## config.mk

```make
export PLATFORM = sky130hd
export DESIGN_NAME = frow_write_seq
export DESIGN_NICKNAME = d
export VERILOG_FILES = /design/src/rtl/frow_pkg.sv /design/src/rtl/frow_phase_timer.sv /design/src/rtl/frow_row_cmp.sv /design/src/rtl/frow_write_seq.sv
export SDC_FILE = /design/constraint.sdc
export NUM_CORES = 1
export LEC_CHECK = 0
export BUFFER_PORTS_ARGS = -buffer_cell sky130_fd_sc_hd__buf_4
export CORE_AREA = 2 2 207 209
export DETAILED_ROUTE_END_ITERATION = 12
export DIE_AREA = 0 0 209 211
export PLACE_DENSITY = 0.41
export SYNTH_ARGS = -nofsm -noshare
export SYNTH_HDL_FRONTEND = slang
export SYNTH_SLANG_ARGS = --single-unit
```

## constraint.sdc

```tcl
create_clock -name clk -period 11.8 [get_ports clk]
set_input_delay 2.95 -clock clk [delete_from_list [all_inputs] [get_ports clk]]
set_output_delay 2.95 -clock clk [all_outputs]
set_load 0.005 [all_outputs]
```

## src/rtl/frow_pkg.sv

```systemverilog
// Shared type for the field-assisted row write sequencer.
package frow_pkg;
    typedef enum logic [2:0] {
        S_IDLE,     // waiting for a request
        S_ASSIST,   // wordline + assist, columns quiet
        S_WRITE,    // assist + all columns driven
        S_SETTLE,   // everything released
        S_VERIFY,   // read strobe with wordline
        S_COMPARE,  // read data checked
        S_DONE,     // success pulse
        S_ERROR     // failure pulse
    } seq_state_t;
endpackage

```

## src/rtl/frow_phase_timer.sv

```systemverilog
// Down-counter that times the assist lead and the write pulse.
// Assumes load values fit in CNT_W bits; expired is high while count is zero.
module frow_phase_timer #(
    parameter int CNT_W = 3
) (
    input  logic             clk,
    input  logic             rst_n,
    input  logic             load,
    input  logic [CNT_W-1:0] load_val,
    output logic             expired
);
    logic [CNT_W-1:0] cnt;

    // Load on phase entry, otherwise count down to zero and hold.
    always_ff @(posedge clk) begin
        if (!rst_n)          cnt <= '0;
        else if (load)       cnt <= load_val;
        else if (cnt != '0)  cnt <= cnt - 1'b1;
    end

    assign expired = (cnt == '0);
endmodule

```

## src/rtl/frow_row_cmp.sv

```systemverilog
// Full-row comparator for the verify read, split into groups so the
// reduction tree is balanced. Assumes ROW_W is a multiple of GRP_W.
module frow_row_cmp #(
    parameter int ROW_W = 128,
    parameter int GRP_W = 32
) (
    input  logic [ROW_W-1:0] expect_row,
    input  logic [ROW_W-1:0] seen_row,
    output logic             mismatch
);
    localparam int NGRP = ROW_W / GRP_W;

    logic [NGRP-1:0] grp_diff;

    for (genvar g = 0; g < NGRP; g++) begin : g_grp
        // Per-group difference flag.
        assign grp_diff[g] = |(expect_row[g*GRP_W +: GRP_W] ^ seen_row[g*GRP_W +: GRP_W]);
    end

    assign mismatch = |grp_diff;
endmodule

```

## src/rtl/frow_write_seq.sv

```systemverilog
// Field-assisted row write sequencer. Selects a row, raises the shared
// assist current LEAD_CYC cycles ahead of the column drivers, drives every
// column for PULSE_CYC cycles, releases, reads back and retries up to
// MAX_TRY attempts. Assumes rd_data is valid the cycle after rd_en.
module frow_write_seq #(
    parameter int ROW_W     = 128,
    parameter int ADDR_W    = 4,
    parameter int LEAD_CYC  = 2,
    parameter int PULSE_CYC = 3,
    parameter int MAX_TRY   = 3
) (
    input  logic              clk,
    input  logic              rst_n,
    input  logic              req_valid,
    input  logic [ADDR_W-1:0] req_addr,
    input  logic [ROW_W-1:0]  req_data,
    input  logic [ROW_W-1:0]  rd_data,
    output logic              wl_on,
    output logic [ADDR_W-1:0] row_addr,
    output logic              assist_on,
    output logic [ROW_W-1:0]  col_drv_en,
    output logic [ROW_W-1:0]  col_drv_rev,
    output logic              rd_en,
    output logic              busy,
    output logic              done,
    output logic              err
);
    import frow_pkg::*;

    localparam int MAXPH = (LEAD_CYC > PULSE_CYC) ? LEAD_CYC : PULSE_CYC;
    localparam int CNT_W = $clog2(MAXPH + 1);
    localparam int TRY_W = $clog2(MAX_TRY + 1);
    localparam logic [CNT_W-1:0] LEAD_LD  = CNT_W'(LEAD_CYC - 1);
    localparam logic [CNT_W-1:0] PULSE_LD = CNT_W'(PULSE_CYC - 1);
    localparam logic [TRY_W-1:0] LAST_TRY = TRY_W'(MAX_TRY - 1);

    seq_state_t        state, nxt;
    logic [ROW_W-1:0]  wr_row;
    logic [ADDR_W-1:0] wr_addr;
    logic [TRY_W-1:0]  tries;
    logic              ph_load, ph_done, row_bad;
    logic [CNT_W-1:0]  ph_val;

    frow_phase_timer #(.CNT_W(CNT_W)) u_timer (
        .clk(clk), .rst_n(rst_n), .load(ph_load), .load_val(ph_val), .expired(ph_done)
    );

    frow_row_cmp #(.ROW_W(ROW_W), .GRP_W(32)) u_cmp (
        .expect_row(wr_row), .seen_row(rd_data), .mismatch(row_bad)
    );

    // Next-state selection for the write/verify/retry sequence.
    always_comb begin
        nxt = state;
        case (state)
            S_IDLE:    if (req_valid) nxt = S_ASSIST;
            S_ASSIST:  if (ph_done) nxt = S_WRITE;
            S_WRITE:   if (ph_done) nxt = S_SETTLE;
            S_SETTLE:  nxt = S_VERIFY;
            S_VERIFY:  nxt = S_COMPARE;
            S_COMPARE: if (!row_bad)              nxt = S_DONE;
                       else if (tries == LAST_TRY) nxt = S_ERROR;
                       else                        nxt = S_ASSIST;
            default:   nxt = S_IDLE;
        endcase
    end

    // Timer reload on entry to a timed phase.
    assign ph_load = (nxt != state) && (nxt == S_ASSIST || nxt == S_WRITE);
    assign ph_val  = (nxt == S_ASSIST) ? LEAD_LD : PULSE_LD;

    // State register.
    always_ff @(posedge clk) begin
        if (!rst_n) state <= S_IDLE;
        else        state <= nxt;
    end

    // Latch the request when accepted in idle; hold it otherwise.
    always_ff @(posedge clk) begin
        if (!rst_n) begin
            wr_row  <= '0;
            wr_addr <= '0;
        end else if (state == S_IDLE && req_valid) begin
            wr_row  <= req_data;
            wr_addr <= req_addr;
        end
    end

    // Attempt counter: cleared on accept, bumped on each failed compare.
    always_ff @(posedge clk) begin
        if (!rst_n)                            tries <= '0;
        else if (state == S_IDLE)              tries <= '0;
        else if (state == S_COMPARE && row_bad) tries <= tries + 1'b1;
    end

    // Output decode from the current state.
    assign wl_on       = (state == S_ASSIST) || (state == S_WRITE) || (state == S_VERIFY);
    assign assist_on   = (state == S_ASSIST) || (state == S_WRITE);
    assign col_drv_en  = {ROW_W{state == S_WRITE}};
    assign col_drv_rev = (state == S_WRITE) ? wr_row : '0;
    assign rd_en       = (state == S_VERIFY);
    assign row_addr    = wr_addr;
    assign busy        = (state != S_IDLE);
    assign done        = (state == S_DONE);
    assign err         = (state == S_ERROR);
endmodule

```

# Word level (Yosys, flattened, before mapping)
# Cells that the tools add are included.
dict set report op_classes {
  n_addsub 2
  n_mux 10
  bitwise_logic 5
  n_reduce_logical 13
  shift 0
  n_mul 0
  n_div 0
  n_eq_ne 11
  magnitude_cmp 0
}
# op count
set ops {}
lappend ops {{two-way mux 128 bit} 1}
lappend ops {{OR reduction 128 bit} 1}
lappend ops {{bitwise XOR 32 bit} 4}
lappend ops {{case mux 3 bit (6 select lines)} 1}
lappend ops {{two-way mux 3 bit} 5}
lappend ops {{equality test 3 bit, second input constant} 4}
lappend ops {{equality test 3 x 2 -> 1 bit, second input constant} 3}
lappend ops {{equality test 3 x 1 -> 1 bit, second input constant} 2}
lappend ops {{two-way mux 2 bit} 3}
lappend ops {{nonzero test 2 bit} 2}
lappend ops {{logical AND 1 bit} 3}
lappend ops {{logical NOT 3 bit} 1}
lappend ops {{logical OR 1 bit} 3}
lappend ops {{!= test 3 bit} 1}
lappend ops {{nonzero test 3 bit} 1}
lappend ops {{adder 2 x 1 -> 2 bit, second input constant} 1}
lappend ops {{equality test 2 bit, second input constant} 1}
lappend ops {{logical NOT 2 bit} 1}
lappend ops {{OR reduction 2 bit} 1}
lappend ops {{subtractor 2 x 1 -> 2 bit, second input constant} 1}
lappend ops {{inverter 1 bit} 1}
dict set report totals {
  mem_bits_rw 0
  register_bits 139
  mem_count 0
  latch_bits 0
  elab_cells 46
  romBits 0
}

# Logic depth before layout (Yosys ltp)
# Gate-level depths: netlist (run 1).
dict set report depth {
  word_depth 8
  ltp_mapped 8
}

# Hierarchy
# From an unflattened synthesis (run 1), not the netlist that was laid out.
dict set report unflattened {
  hier_cells 1084
  area_unflattened_um2 8657.1
}
# module n_inst area_each_um2 cells_each
set modules_own_cells {}
lappend modules_own_cells {frow_write_seq 1 7145.6 900}
lappend modules_own_cells {frow_row_cmp 1 1387.6 171}
lappend modules_own_cells {frow_phase_timer 1 123.9 13}

# Worst setup path after synthesis (run 1)
# No wires, ideal clock.
dict set report synth_path {
  path_type {flip-flop to output port}
  startpoint {register state[0]}
  endpoint {output col_drv_en[100]}
  t_arrival_ns 3.930
  path_buffers 3
  slack_ns 4.920
  path_stages_with_launch 7
  path_cell_list {dfxtp_1 -> buf_2 -> inv_2 -> nand2_1 -> nor2_1 -> clkbuf_1 -> buf_4}
}
dict set report synth_via {
  elab_chain_cells 1
}
# element line
set synth_lines {}
lappend synth_lines {{start, declared} frow_write_seq.sv:37} ;# seq_state_t state, nxt;
lappend synth_lines {{start signal, assigned} frow_write_seq.sv:75} ;# else state <= nxt;
lappend synth_lines {{equality test 3 x 2 -> 1 bit} frow_write_seq.sv:99} ;# assign col_drv_en = {ROW_W{state == S_WRITE}};
lappend synth_lines {{end, declared} frow_write_seq.sv:21} ;# output logic [ROW_W-1:0] col_drv_en,
# Every way passes these cells.

# Worst setup path in the final report (run 1)
dict set report layout_path {
  startpoint {register state[1]}
  endpoint {output col_drv_rev[112]}
}
dict set report layout_via {
  elab_chain_cells 2
}
# element line
set layout_lines {}
lappend layout_lines {{equality test 3 x 2 -> 1 bit} frow_write_seq.sv:100} ;# assign col_drv_rev = (state == S_WRITE) ? wr_row : '0;
lappend layout_lines {{two-way mux 128 bit} frow_write_seq.sv:100}
lappend layout_lines {{end, declared} frow_write_seq.sv:22} ;# output logic [ROW_W-1:0] col_drv_rev,
# Every way passes these cells.

==> out/qor.tcl, run 1 <==
set qor(netlist-cell-type-count) 32
set qor(power_per_cell_area_nw_per_um2) 157
set qor(mostFrequentLayoutCell) {sky130_fd_sc_hd__buf_4}
set qor(vias_per_cell) 4.11
set qor(post-route-min-period_ns) 6.28
set qor(hold_violations) 0
set qor(place_congestion) 0.799
set qor(synth_nets) 1342
set qor(criticalPathCategory) {reg -> out}
set qor(hpwl_um) 31200
set qor(layout-drive-gt1-share_pct) 39.3
set qor(remaining_drc_errors) 0
set qor(worst_slew_pin_slew_ns) 1.16
set qor(die_area_um2) 44100
set qor(path_cells) {nand2_1 > nor2_4 > buf_4 > and2_1 > buf_4}
set qor(drtAntennaViolNets) 0
set qor(cap_violations) 0
set qor(fin_worst_skew_ns) 0.00876
set qor(power.ir.vdd_worst_mv) 0.101
set qor(layout.cell_area.non_filler_um2) 12300
set qor(placed_cell_area_um2) 11600
set qor(yosys_warnings) 0
set qor(area_growth_pct) 50.2
set qor(wl_per_cell_um) 20.0
set qor(worst_ep_arrival_time_ns) 3.33
set qor(finish.net_count) 1707
set qor(core_region_area_um2) 41800
set qor(cp-start-kind) {register}
set qor(clkSlewWorstSetupHoldPaths_ns) 0.07
set qor(critical_path_peak_fanout) 148
set qor(run_status) {finished, final reports clean}
set qor(ioPinCount) 529
set qor(worst_slew_margin_rel_pct) 22.5
set qor(wire_length_of_the_first_global_routing_pass_um) 54400
set qor(netlist.area_leader.share_pct) 34.1
set qor(floorplan.rows) 75
set qor(grt_setup_unrepaired) {no}
set qor(hold_path_class) {reg -> reg}
set qor(post_cts.repair.setup_buffers) 0
set qor(ctsLongestPathBuffers) 2
set qor(drt_pass1_iterations) 4
set qor(worstPathRequired_ns) 8.85
set qor(postSynthRegisterBits) 139
set qor(grt-ovfl-total) 0
set qor(number_of_global_route_vias_before_repair) 7913
set qor(cts_buffers) 17
set qor(critical_path_buf_inv_count) 2
set qor(finalCritPeriodShare_pct) 53.2
set qor(most-common-layout-cells) {sky130_fd_sc_hd__buf_4 (533), sky130_fd_sc_hd__nand2_1 (272), sky130_fd_sc_hd__dfxtp_1 (139)}
set qor(htree_num_levels) 4
set qor(tns_ns) 0
set qor(fmax_ghz) 0.159
set qor(clk_root_buffer_cell) {sky130_fd_sc_hd__clkbuf_16}
set qor(drt-initial-drc-count) 378
set qor(largest_net_degree_at_the_start_of_global_routing) 149
set qor(leakagePower_uw) 0.00540
set qor(start_util_pct) 19.6
set qor(syn_inst) 1077
set qor(synth_area_um2) 8160
set qor(setup-violations-final) 0
set qor(cts_tree) {built}
set qor(cts_hold_buf) 0
set qor(die-width_um) 209
set qor(routed_wirelength_um) 39800
set qor(syn-mean-instance-area_um2) 7.58
set qor(dp.cells) 1962
set qor(fp.dieH_um) 211
set qor(critical_path.endpoint_type) {output port}
set qor(antenna_violations_before_repair) 4
set qor(cts_resized) 0
set qor(finalCoreUtilization_pct) 29.4
set qor(report.final.slew_viol_count) 0
set qor(yosysSeqAreaShare_pct) 34.1
set qor(path_common_cell) {sky130_fd_sc_hd__buf_4}
set qor(largest_cells_by_area_after_synthesis) {sky130_fd_sc_hd__dfxtp_1 (34%), sky130_fd_sc_hd__xnor2_1 (14%), sky130_fd_sc_hd__nand2_1 (13%), sky130_fd_sc_hd__buf_4 (12%), sky130_fd_sc_hd__and2_1 (9.9%)}
set qor(clkLatencyLatePin_ns) 0.44
set qor(cts_sinks) 139
set qor(routed-via-count) 8201
set qor(dominant_cell_type_by_area_after_synthesis) {sky130_fd_sc_hd__dfxtp_1}
set qor(crit_path_max_incr_delay_ns) 0.98
set qor(critical_path.top_delay_family) {simple AND/OR/NAND/NOR gates}
set qor(final-instance-count-excl-fill) 1995
set qor(cp_slowest_cell) {sky130_fd_sc_hd__buf_4}
set qor(placement.io_buffers) 528
set qor(total_grt_usage_pct) 17.4
[metrics by stage]
stage          hold slack [ns]  total power (µW)  setup slack (ns)
6_report                 0.462              1930              5.52
5_1_grt                  0.490              2050              5.18
4_1_cts                  0.463              1970              5.42
3_5_place_dp             0.452              1370              5.90
3_3_place_gp             0.448              1370              6.04
2_1_floorplan            0.453              1130              4.92
[layout make-up]
type / count / area (µm²)
Fill cell: 4570 / 29500
Multi-Input combinational cell: 745 / 4160
Timing Repair Buffer: 533 / 4000
Sequential cell: 139 / 2780
Tap cell: 539 / 674
Clock buffer: 22 / 484
Clock inverter: 10 / 139
Inverter: 6 / 25.0
Antenna cell: 1 / 2.50
[cell usage after synthesis (all sizes together)]
library cell	instances
and3	2
o32ai	1
ha	2
inv	6
o21ai	1
nor3	3
nor2b	2
a21oi	135
nand2	273
a31oi	1
o2111ai	1
o311a	1
a211oi	1
o211ai	2
or3	2
nor2	12
nand2b	2
o31ai	1
buf	144
and2	129
nor4	8
nand3b	1
a211o	1
nand4	33
dfxtp	139
xnor2	129
or2	1
o221ai	1
clkbuf	43
[worst reg2reg max path, stage by stage (launching register included)]
cell                      delay, ns
sky130_fd_sc_hd__dfxtp_1       0.42
sky130_fd_sc_hd__nor3_1        0.56
sky130_fd_sc_hd__and2_4        0.64
sky130_fd_sc_hd__buf_4         0.87
sky130_fd_sc_hd__nand2_1       0.32
sky130_fd_sc_hd__a21oi_1       0.17
[path summary, 6_finish.rpt]
check	startpoint	to	slack [ns]	cells past startpoint
worst max-delay path	state[1]	col_drv_rev[112]	5.52	5
worst min-delay path	row_addr[2]	row_addr[2]	0.46	2
worst max register to register	state[2]	wr_row[107]	8.74	5
worst min register to register	row_addr[2]	row_addr[2]	0.46	2
[layer usage]
layer  global-route usage (%)  routed length [µm]  up-vias
met5                        0                  27        -
met4                     6.23                1040        4
met2                     32.8               21000      362
met3                     5.38                2980       35
met1                     18.1               14800     3749
li1                         -                   -     4051
[sequential cells by signal (all words and copies together), names as in the netlist]
name         flops
wr_row         128
row_addr         4
state            3
tries            2
u_timer.cnt      2
[where the power goes]
group	internal [µW]	switching, µW	leakage (µW)
Sequential	543	76.8	0.00114
Clock	355	233	0.000294
Combinational	347	376	0.00397
[logic make-up (layout without fill, tap and decap cells)]
group,count (synthesis),after routing,synth area share (%)
buffers and inverters,193,571,15.2
DFF,139,139,34.1
adders and majority gates,2,2,0.306
and+or+nand+nor,468,468,27.2
xor gates and xnor gates,129,129,13.8
AOI/OAI and AO/OA,146,146,9.39
other,0,1,0
No activity file was read; power rests on OpenSTA's default activity.
==> run 2, diff against run 1 <==
- clock period: 11.8 -> 6.5 ns (I/O delays scaled with it)
==> out/qor.tcl, run 2 (same netlist as run 1, synthesis figures left out) <==
set qor(remaining_drc_errors) 0
set qor(largest_reg_flops) 128
set qor(fp.dieH_um) 211
set qor(die-width_um) 209
set qor(drt_pass1_iterations) 7
set qor(vias_per_cell) 4.11
set qor(clk_root_buffer_cell) {sky130_fd_sc_hd__clkbuf_16}
set qor(grt_setup_unrepaired) {no}
set qor(cts_resized) 0
set qor(total_grt_usage_pct) 17.3
set qor(finalCritPeriodShare_pct) 67.6
set qor(largest_net_degree_at_the_start_of_global_routing) 138
set qor(worst_ep_arrival_time_ns) 2.77
set qor(htree_num_levels) 4
set qor(finish.net_count) 1710
set qor(cts_buffers) 17
set qor(hold_path_startpoint) {row_addr[1]}
set qor(power.ir.vdd_worst_mv) 0.180
set qor(grt-ovfl-total) 0
set qor(finalPower_uw) 3530
set qor(fin_worst_skew_ns) 0.00589
set qor(antenna_violations_before_repair) 6
set qor(routed_wirelength_um) 39500
set qor(placement.io_buffers) 528
set qor(mostFrequentLayoutCell) {sky130_fd_sc_hd__buf_4}
set qor(drt-initial-drc-count) 350
set qor(fillCellCount) 4567
set qor(path_cells) {nand2_1 > nor2_4 > buf_4 > and2_1 > buf_4}
set qor(hold_path_class) {reg -> reg}
set qor(report.final.slew_viol_count) 0
set qor(largest_register) {wr_row}
set qor(post-route-min-period_ns) 4.39
set qor(cp-start-kind) {register}
set qor(area_growth_pct) 51.0
set qor(core_region_area_um2) 41800
set qor(drtAntennaViolNets) 0
set qor(floorplan.rows) 75
set qor(timing.reg2reg.setup_slack_ns) 3.56
set qor(place_congestion) 0.830
set qor(fmax_ghz) 0.228
set qor(worst_slew_pin_slew_ns) 1.10
set qor(cap_violations) 0
set qor(post-place-ws_ns) 2.07
set qor(start_util_pct) 19.6
set qor(postLayoutSetupSlackWorst_ns) 2.11
set qor(run_status) {finished, final reports clean}
set qor(die_area_um2) 44100
set qor(cp_slowest_cell) {sky130_fd_sc_hd__nor2_4}
set qor(tns_ns) 0
set qor(most-common-layout-cells) {sky130_fd_sc_hd__buf_4 (535), sky130_fd_sc_hd__nand2_1 (272), sky130_fd_sc_hd__dfxtp_1 (139)}
set qor(clkLatencyLatePin_ns) 0.44
set qor(cts_sinks) 139
set qor(hold_violations) 0
set qor(post_cts.repair.setup_buffers) 0
set qor(number_of_global_route_vias_before_repair) 8039
set qor(regToRegStartpoint) {wr_row[54]}
set qor(hpwl_um) 31800
set qor(path_common_cell) {sky130_fd_sc_hd__buf_4}
set qor(crit_path_max_incr_delay_ns) 0.81
set qor(ioPinCount) 529
set qor(leakagePower_uw) 0.00544
set qor(wire_length_of_the_first_global_routing_pass_um) 54400
set qor(critical_path_peak_fanout) 48
set qor(power_per_cell_area_nw_per_um2) 286
set qor(critical_path.endpoint_type) {output port}
set qor(wl_per_cell_um) 19.8
set qor(worstPathRequired_ns) 4.88
set qor(cp-startpoint) {state[1]}
set qor(ctsLongestPathBuffers) 2
set qor(worst_slew_margin_rel_pct) 26.8
set qor(setup-violations-final) 0
set qor(cts_tree) {built}
set qor(routed-via-count) 8221
set qor(criticalPathCategory) {reg -> out}
set qor(layout-drive-gt1-share_pct) 39.5
set qor(clkSlewWorstSetupHoldPaths_ns) 0.06
set qor(cts_hold_buf) 0
==> run 2: power by group <==
| group | internal (µW) | switching (µW) |
|---|---|---|
| Sequential | 986 | 148 |
| Clock | 682 | 410 |
| Combinational | 627 | 678 |
==> run 2: path summary, 6_finish.rpt <==
path                                   endpoint  cells after the start
worst min register to register      row_addr[1]                      2
worst min-delay path                row_addr[1]                      2
worst max register to register   u_timer.cnt[0]                      7
worst max-delay path            col_drv_rev[33]                      5
==> run 2: worst max-delay path: cells and delay by family (launching register included) <==
kind / cells / cell delay [ns]
and+or+nand+nor: 3 / 1.17
buffers and inverters: 2 / 0.60
DFF: 1 / 0.52
==> run 2: area by class of cell <==
class	count	area (µm²)	share of cell area, %
antenna	4	10.0	0.0812
clock buffer	21	480	3.90
clock inverter	11	165	1.34
inverter	6	25.0	0.203
multi-input combinational	745	4160	33.7
sequential	139	2780	22.6
tap	539	674	5.47
timing repair buffer	536	4040	32.7
==> run 2: layer usage <==
metal / GRT usage [%] / vias up / wire length [µm]
li1: - / 4064 / -
met1: 17.7 / 3773 / 14700
met2: 33.1 / 346 / 21200
met3: 5.04 / 34 / 2720
met4: 6.63 / 4 / 879
met5: 0 / - / 27
==> run 2: stage by stage <==
stage	hold slack [ns]	std cells	utilization, %	area, µm²
after floorplan	0.453	1077	-	8160
after global placement	0.444	1965	28.0	11700
after global routing	0.479	2001	29.5	12300
final	0.460	2001	29.5	12300
after CTS	0.460	1997	29.5	12300
after detailed placement	0.451	1965	28.0	11700
